### src/rtl/akr_pkg.sv
package akr_pkg;
  localparam int unsigned NUM_KEYS   = 10;
  localparam int unsigned FRAME_BITS = 20;
  // request bits d4..d7 stored at sh[0..3]
  localparam logic [3:0] REQ_HI_NIB = 4'b0101;

  typedef enum logic [1:0] {RX_IDLE, RX_LOW, RX_SAMP, RX_WAITHI} rx_state_e;
  typedef enum logic [1:0] {TX_IDLE, TX_GAP, TX_SEND} tx_state_e;

  // two frames, LSB first: start, byte0, stop, start, byte1, stop
  function automatic logic [FRAME_BITS-1:0] build_frame(input logic [NUM_KEYS-1:0] k);
    logic [7:0] b0;
    logic [7:0] b1;
    b0 = {2'b01, k[5:0]};
    b1 = {2'b01, 2'b00, k[9:6]};
    return {1'b1, b1, 1'b0, 1'b1, b0, 1'b0};
  endfunction
endpackage

### src/rtl/akr_sync.sv
module akr_sync #(
  parameter int unsigned W      = 2,
  parameter int unsigned STAGES = 2
) (
  input  logic         clk_i,
  input  logic         rst_ni,
  input  logic [W-1:0] d_i,
  output logic [W-1:0] q_o
);
  logic [STAGES-1:0][W-1:0] st_q;

  always_ff @(posedge clk_i or negedge rst_ni) begin
    if (!rst_ni) st_q <= '1;
    else         st_q <= {st_q[STAGES-2:0], d_i};
  end

  assign q_o = st_q[STAGES-1];
endmodule

### src/rtl/akr_rx.sv
module akr_rx
  import akr_pkg::*;
#(
  parameter int unsigned MIN_BIT_CYC = 8,
  parameter int unsigned MAX_BIT_CYC = 64,
  parameter int unsigned CNT_W       = 9
) (
  input  logic             clk_i,
  input  logic             rst_ni,
  input  logic             ser_i,
  input  logic             busy_i,
  output logic             req_o,
  output logic [CNT_W-1:0] period_o
);
  localparam logic [CNT_W-1:0] MIN_C   = CNT_W'(MIN_BIT_CYC);
  localparam logic [CNT_W-1:0] MAX_C   = CNT_W'(MAX_BIT_CYC);
  localparam logic [CNT_W-1:0] LOW_LIM = CNT_W'(MAX_BIT_CYC * 5 + 4);

  rx_state_e        state_q;
  logic [CNT_W-1:0] cnt_q, tmr_q, per_q, bit_est;
  logic [2:0]       idx_q;
  logic [3:0]       sh_q;

  // low run = start bit + four zero data bits
  assign bit_est = cnt_q / CNT_W'(5);

  always_ff @(posedge clk_i or negedge rst_ni) begin
    if (!rst_ni) begin
      state_q <= RX_IDLE;
      cnt_q   <= '0;
      tmr_q   <= '0;
      per_q   <= '0;
      idx_q   <= '0;
      sh_q    <= '0;
      req_o   <= 1'b0;
    end else begin
      req_o <= 1'b0;
      unique case (state_q)
        RX_IDLE: begin
          if (!busy_i && !ser_i) begin
            state_q <= RX_LOW;
            cnt_q   <= CNT_W'(1);
          end
        end
        RX_LOW: begin
          if (!ser_i) begin
            if (cnt_q == LOW_LIM) state_q <= RX_WAITHI;
            else                  cnt_q   <= cnt_q + 1'b1;
          end else if (bit_est < MIN_C || bit_est > MAX_C) begin
            state_q <= RX_IDLE;
          end else begin
            per_q   <= bit_est;
            tmr_q   <= bit_est >> 1;
            idx_q   <= '0;
            state_q <= RX_SAMP;
          end
        end
        RX_SAMP: begin
          if (tmr_q != '0) begin
            tmr_q <= tmr_q - 1'b1;
          end else if (idx_q == 3'd4) begin
            if (sh_q == REQ_HI_NIB && ser_i) begin
              req_o   <= 1'b1;
              state_q <= RX_IDLE;
            end else begin
              state_q <= ser_i ? RX_IDLE : RX_WAITHI;
            end
          end else begin
            sh_q[idx_q[1:0]] <= ser_i;
            idx_q            <= idx_q + 1'b1;
            tmr_q            <= per_q - 1'b1;
          end
        end
        RX_WAITHI: if (ser_i) state_q <= RX_IDLE;
        default:   state_q <= RX_IDLE;
      endcase
    end
  end

  assign period_o = per_q;

  assert_period_range_R2: assert property (@(posedge clk_i) disable iff (!rst_ni)
    req_o |-> (period_o >= MIN_C && period_o <= MAX_C))
    else $error("period out of range");
endmodule

### src/rtl/akr_tx.sv
module akr_tx
  import akr_pkg::*;
#(
  parameter int unsigned CNT_W    = 9,
  parameter int unsigned GAP_BITS = 2
) (
  input  logic                clk_i,
  input  logic                rst_ni,
  input  logic                start_i,
  input  logic [CNT_W-1:0]    period_i,
  input  logic [NUM_KEYS-1:0] keys_i,
  output logic                busy_o,
  output logic                line_o,
  output logic                oe_o
);
  localparam logic [4:0] LAST_BIT = 5'(FRAME_BITS - 1);
  localparam logic [4:0] GAP_LAST = 5'(GAP_BITS - 1);

  tx_state_e             state_q;
  logic [CNT_W-1:0]      tmr_q, per_q;
  logic [4:0]            bcnt_q;
  logic [FRAME_BITS-1:0] sh_q;

  always_ff @(posedge clk_i or negedge rst_ni) begin
    if (!rst_ni) begin
      state_q <= TX_IDLE;
      tmr_q   <= '0;
      per_q   <= '0;
      bcnt_q  <= '0;
      sh_q    <= '1;
    end else begin
      unique case (state_q)
        TX_IDLE: begin
          if (start_i) begin
            sh_q    <= build_frame(keys_i);  // snapshot at acceptance
            per_q   <= period_i;
            tmr_q   <= period_i - 1'b1;
            bcnt_q  <= '0;
            state_q <= TX_GAP;
          end
        end
        TX_GAP: begin
          if (tmr_q != '0) begin
            tmr_q <= tmr_q - 1'b1;
          end else begin
            tmr_q <= per_q - 1'b1;
            if (bcnt_q == GAP_LAST) begin
              bcnt_q  <= '0;
              state_q <= TX_SEND;
            end else begin
              bcnt_q <= bcnt_q + 1'b1;
            end
          end
        end
        TX_SEND: begin
          if (tmr_q != '0) begin
            tmr_q <= tmr_q - 1'b1;
          end else if (bcnt_q == LAST_BIT) begin
            state_q <= TX_IDLE;
          end else begin
            sh_q   <= sh_q >> 1;
            bcnt_q <= bcnt_q + 1'b1;
            tmr_q  <= per_q - 1'b1;
          end
        end
        default: state_q <= TX_IDLE;
      endcase
    end
  end

  assign busy_o = (state_q != TX_IDLE);
  assign oe_o   = (state_q == TX_SEND);
  assign line_o = oe_o ? sh_q[0] : 1'b1;

  assert_start_low_R3: assert property (@(posedge clk_i) disable iff (!rst_ni)
    $rose(oe_o) |-> !line_o)
    else $error("reply not opened by start bit");

  assert_release_after_stop_R6: assert property (@(posedge clk_i) disable iff (!rst_ni)
    $fell(oe_o) |-> $past(line_o))
    else $error("drive released without stop level");
endmodule

### src/rtl/onewire_key_reporter.sv
module onewire_key_reporter
  import akr_pkg::*;
#(
  parameter int unsigned MIN_BIT_CYC = 3255,
  parameter int unsigned MAX_BIT_CYC = 15625,
  parameter int unsigned GAP_BITS    = 2
) (
  input  logic                clk_i,
  input  logic                rst_ni,
  input  logic                line_i,
  input  logic                rx_i,
  input  logic [NUM_KEYS-1:0] keys_i,
  input  logic                key_chg_i,
  output logic                line_o,
  output logic                line_oe_o,
  output logic                change_n_o
);
  localparam int unsigned CNT_W = $clog2(MAX_BIT_CYC * 5 + 5);

  logic [1:0]       in_s;
  logic             ser;
  logic             req_ok;
  logic             tx_busy;
  logic [CNT_W-1:0] period;

  akr_sync #(.W(2), .STAGES(2)) u_sync (
    .clk_i (clk_i),
    .rst_ni(rst_ni),
    .d_i   ({line_i, rx_i}),
    .q_o   (in_s)
  );

  assign ser = in_s[1] & in_s[0];

  akr_rx #(
    .MIN_BIT_CYC(MIN_BIT_CYC),
    .MAX_BIT_CYC(MAX_BIT_CYC),
    .CNT_W      (CNT_W)
  ) u_rx (
    .clk_i   (clk_i),
    .rst_ni  (rst_ni),
    .ser_i   (ser),
    .busy_i  (tx_busy),
    .req_o   (req_ok),
    .period_o(period)
  );

  akr_tx #(.CNT_W(CNT_W), .GAP_BITS(GAP_BITS)) u_tx (
    .clk_i   (clk_i),
    .rst_ni  (rst_ni),
    .start_i (req_ok),
    .period_i(period),
    .keys_i  (keys_i),
    .busy_o  (tx_busy),
    .line_o  (line_o),
    .oe_o    (line_oe_o)
  );

  always_ff @(posedge clk_i or negedge rst_ni) begin
    if (!rst_ni)        change_n_o <= 1'b1;
    else if (key_chg_i) change_n_o <= 1'b0;
    else if (req_ok)    change_n_o <= 1'b1;
  end

  assert_flag_set_R7: assert property (@(posedge clk_i) disable iff (!rst_ni)
    key_chg_i |=> !change_n_o)
    else $error("flag not set on change");

  assert_flag_release_R7: assert property (@(posedge clk_i) disable iff (!rst_ni)
    (req_ok && !key_chg_i) |=> change_n_o)
    else $error("flag not released on request");

  assert_flag_hold_R7: assert property (@(posedge clk_i) disable iff (!rst_ni)
    (!change_n_o && !req_ok) |=> !change_n_o)
    else $error("flag released without request");

  assert_no_accept_busy_R10: assert property (@(posedge clk_i) disable iff (!rst_ni)
    req_ok |-> !tx_busy)
    else $error("request accepted during reply");
endmodule

### config.mk
export PLATFORM = sky130hd
export DESIGN_NAME = onewire_key_reporter
export DESIGN_NICKNAME = d
export VERILOG_FILES = /design/src/rtl/akr_pkg.sv /design/src/rtl/akr_sync.sv /design/src/rtl/akr_rx.sv /design/src/rtl/akr_tx.sv /design/src/rtl/onewire_key_reporter.sv
export SDC_FILE = /design/constraint.sdc
export NUM_CORES = 1
export LEC_CHECK = 0
export BUFFER_PORTS_ARGS = -buffer_cell sky130_fd_sc_hd__buf_2
export CORE_AREA = 3 3 177 179
export DETAILED_ROUTE_END_ITERATION = 16
export DIE_AREA = 0 0 180 182
export GPL_TIMING_DRIVEN = 0
export PLACE_DENSITY_LB_ADDON = 0.12
export SLEW_MARGIN = 40
export SYNTH_ARGS = -nofsm -noshare
export SYNTH_HDL_FRONTEND = slang
export SYNTH_SLANG_ARGS = --single-unit
### constraint.sdc
create_clock -name clk_i -period 13.5 [get_ports clk_i]
set_input_delay 0.675 -clock clk_i [delete_from_list [all_inputs] [get_ports clk_i]]
set_output_delay 0.675 -clock clk_i [all_outputs]
set_load 0.02 [all_outputs]
==> metrics.csv <==
stage,metric,value,unit
status,outcome,finished clean,
final_layout,layout_common_cells,"nand2_1 (121), nor2_1 (115), dfrtp_1 (98), a21oi_1 (90), o21ai_0 (88)",
placement,portBuffers,17,
placement,pre_cts_ws,6.26,ns
synthesis,ys_ff_latch,123,
final_layout,layout_commonest_cell,nand2_1,
final_layout,antenna_cells,0,
power,ir_worst_vdd,57.0,µV
power,power-per-cell-area,105,mW/mm²
critical_path,crit_type,flip-flop to flip-flop,
grt,grt_usage,18.1,%
synthesis,yosysWarnings,0,
final_layout,area_growth,13.2,%
run,cap_violations,0,
critical_path,reg2reg_from,u_rx.cnt_q[16],
clock_tree,hold_buffers,0,
critical_path,worst_ep_arrival_time,7.61,ns
route,num_vias,9007,
clock_tree,cts_tree,built,
sta,setup_ws,6.18,ns
route,detail-route-antenna-nets,0,
route,drt-initial-drc-count,626,
sta,setup_tns,0,ns
clock_tree,post_cts_buffers,0,
synthesis,async_reset_ff_share,100,%
critical_path,required,13.80,ns
critical_path,cp-start-kind,flip-flop,
clock_tree,htreeDepth,4,
critical_path,slowest_stage,nor3_1,
synthesis,syn-num-nets,1210,
synthesis,postSynthAreaPerCell,8.36,µm²
sta,fin_worst_skew,0.00864,ns
sta,maxSlewHeadroom,46.4,%
synthesis,synth_flop_cell,dfrtp_1,
clock_tree,postCtsResizedCells,0,
sta,finalHoldViolations,0,
grt,grt_overflow,0,
critical_path,max_stage_delay,0.51,ns
route,post_drt_wl_per_cell,18.4,µm
final_layout,nNetsFinal,1248,
hold_path,hold_class,primary input to asynchronous set/reset pin,
critical_path,cp_max_fo,10,
sta,drv_slew,0,
placement,dp_hpwl,22300,µm
critical_path,ff2ff_path_depth,28,
synthesis,ys_seq_area_share,31.6,%
synthesis,synthesis.area,0.00983,mm²
sta,worst_slew_pin_slew,0.798,ns
power,p_leak,4.43,nW
clock_tree,clkTransAtPathRegs,0.06,ns
synthesis,synth_edf_count,0,
floorplan,rows,63,
synthesis,synth_cell_types,121,
route,drc,0,
clock_tree,clockBufferDepth,2,
grt,grt_pass1_vias,8757,
placement,gp_congestion,0.877,
clock_tree,cts_buffers,17,
route,drt_wl_total,29800,µm
floorplan,die_h,182,µm
floorplan,die_width,180,µm
placement,place_area,0.0105,mm²
floorplan,design.die.area,0.0328,mm²
grt,grt_antenna_before_repair,0,
sta,rsz0062_at_grt,no,
floorplan,core_area,0.0297,mm²
final_layout,final_layout_size_suffix_gt1_share,15.9,%
sta,fin_crit_sh,54.2,%
route,viasPerCell,5.57,
sta,setup_viol,0,
final_layout,design_area,0.0111,mm²
grt,grt_max_degree,70,
sta,fin_crit,7.32,ns
floorplan,start_util,33.1,%
floorplan,pin_count,18,
grt,grt_pass1_wl,48800,µm
synthesis,synthCells,1176,
clock_tree,clock_latency,0.42,ns
critical_path,end_kind,flip-flop,
clock_tree,clock-sinks,123,
clock_tree,cts_root_buf,clkbuf_16,
sta,fmax,137,MHz
power,finalPower,1.16,mW
critical_path,rrSetupSlack,6.18,ns
critical_path,timing.rr.end,u_rx.tmr_q[0],
route,dr.pass1.iters,5,
-- worst max-delay path by stage --
stage	startpoint	endpoint	slack, ns	cells after the start
after floorplan	u_rx.cnt_q[1]	u_rx.period_o[3]	7.69	29
after global placement	u_rx.cnt_q[1]	u_rx.period_o[0]	6.07	29
after detailed placement	u_rx.cnt_q[1]	u_rx.tmr_q[0]	6.26	29
after CTS	u_rx.cnt_q[1]	u_rx.tmr_q[0]	6.20	29
after global routing	u_rx.cnt_q[1]	u_rx.tmr_q[0]	5.51	30
final	u_rx.cnt_q[16]	u_rx.tmr_q[0]	6.18	28
-- critical path: cells and delay by family, from the launching register on --
family / cells / cell delay [ns]
AOI/OAI and AO/OA: 14 / 3.69
adders and majority gates: 1 / 0.22
buffers and inverters: 5 / 0.79
DFF: 1 / 0.41
and+or+nand+nor: 8 / 2.07
-- synthesized netlist by cell type, types with 5 or more instances --
library cell | n | area share, %
o2111ai_1 | 6 | 0.53
nand2_1 | 121 | 4.6
o21ai_0 | 89 | 4.5
a21oi_1 | 90 | 4.6
mux2_4 | 9 | 1.4
mux2i_1 | 18 | 1.8
a221o_1 | 5 | 0.51
clkbuf_1 | 43 | 1.6
o21a_1 | 6 | 0.46
buf_4 | 7 | 0.53
a211oi_1 | 12 | 0.92
a2111oi_0 | 6 | 0.53
ha_1 | 19 | 2.4
a31oi_1 | 8 | 0.51
buf_6 | 5 | 0.57
nand3_1 | 46 | 2.3
a211o_1 | 10 | 0.89
nor3b_1 | 5 | 0.38
buf_2 | 11 | 0.56
nor2b_1 | 9 | 0.57
nor4_1 | 16 | 1.0
nor2_1 | 115 | 4.4
o21bai_1 | 5 | 0.38
o21ai_1 | 12 | 0.61
nor3_1 | 37 | 1.9
xnor2_1 | 36 | 3.2
a21o_1 | 5 | 0.38
o211ai_1 | 13 | 0.99
and2_1 | 5 | 0.32
nand4_1 | 9 | 0.57
dfrtp_1 | 98 | 25
nand3b_1 | 5 | 0.38
and3_1 | 10 | 0.64
o31ai_1 | 11 | 0.84
dfstp_2 | 25 | 6.7
or4_1 | 6 | 0.46
inv_1 | 35 | 1.3
xor2_1 | 20 | 1.8
or3_1 | 6 | 0.38
mux2_2 | 12 | 1.4
a22o_1 | 6 | 0.53
nand2b_1 | 15 | 0.95
-- power breakdown --
| part | internal [mW] | total [mW] | switching [mW] |
|---|---|---|---|
| Sequential | 0.387 | 0.413 | 0.0258 |
| Combinational | 0.0984 | 0.258 | 0.160 |
| Clock | 0.324 | 0.493 | 0.169 |
-- sequential cells by signal, summed over array words and instances (netlist names) --
signal         cells
u_tx.bcnt_q        5
u_tx.sh_q         20
u_tx.per_q        15
u_tx.tmr_q        17
u_rx.state_q       2
u_tx.state_q       2
u_rx.req_o         1
u_rx.sh_q          4
change_n_o         1
u_sync.q_o         2
u_rx.tmr_q        17
u_rx.period_o     15
u_sync.st_q        2
u_rx.idx_q         3
u_rx.cnt_q        17
-- routing by layer --
layer  global-route usage, %  vias up  wire length [µm]
met4                    3.68        0               277
met5                       0        -                 0
met3                    2.32       19               882
met2                    30.5      165             14500
met1                    25.1     4367             14200
li1                        -     4456                 -
-- metrics by stage --
| step | utilization, % | instances | hold WS, ns |
|---|---|---|---|
| after detailed placement | 35.3 | 1585 | 0.348 |
| final | 37.4 | 1617 | 0.157 |
| after global placement | 35.0 | 1583 | 0.347 |
| after floorplan | - | 1176 | 0.345 |
| after global routing | 37.4 | 1617 | 0.192 |
| after CTS | 37.4 | 1617 | 0.180 |
-- layout make-up --
type,count,area [µm²]
Fill cell,3021,18600
Multi-Input combinational cell,942,6270
Sequential cell,123,3110
Tap cell,390,488
Clock buffer,22,474
Buffer,70,340
Clock inverter,10,165
Inverter,41,154
Timing Repair Buffer,19,130
-- kinds of logic (layout without fill, tap and decap cells) --
family / after synthesis / after routing / share of synthesized area, %
muxes: 39 / 39 / 4.58
buffers and inverters: 111 / 162 / 5.03
and+or+nand+nor: 434 / 434 / 21.9
xor gates and xnor gates: 58 / 58 / 5.32
DFF: 123 / 123 / 31.6
AOI/OAI and AO/OA: 390 / 390 / 29.0
adders and majority gates: 21 / 21 / 2.62
(Power assumes the default switching activity.)
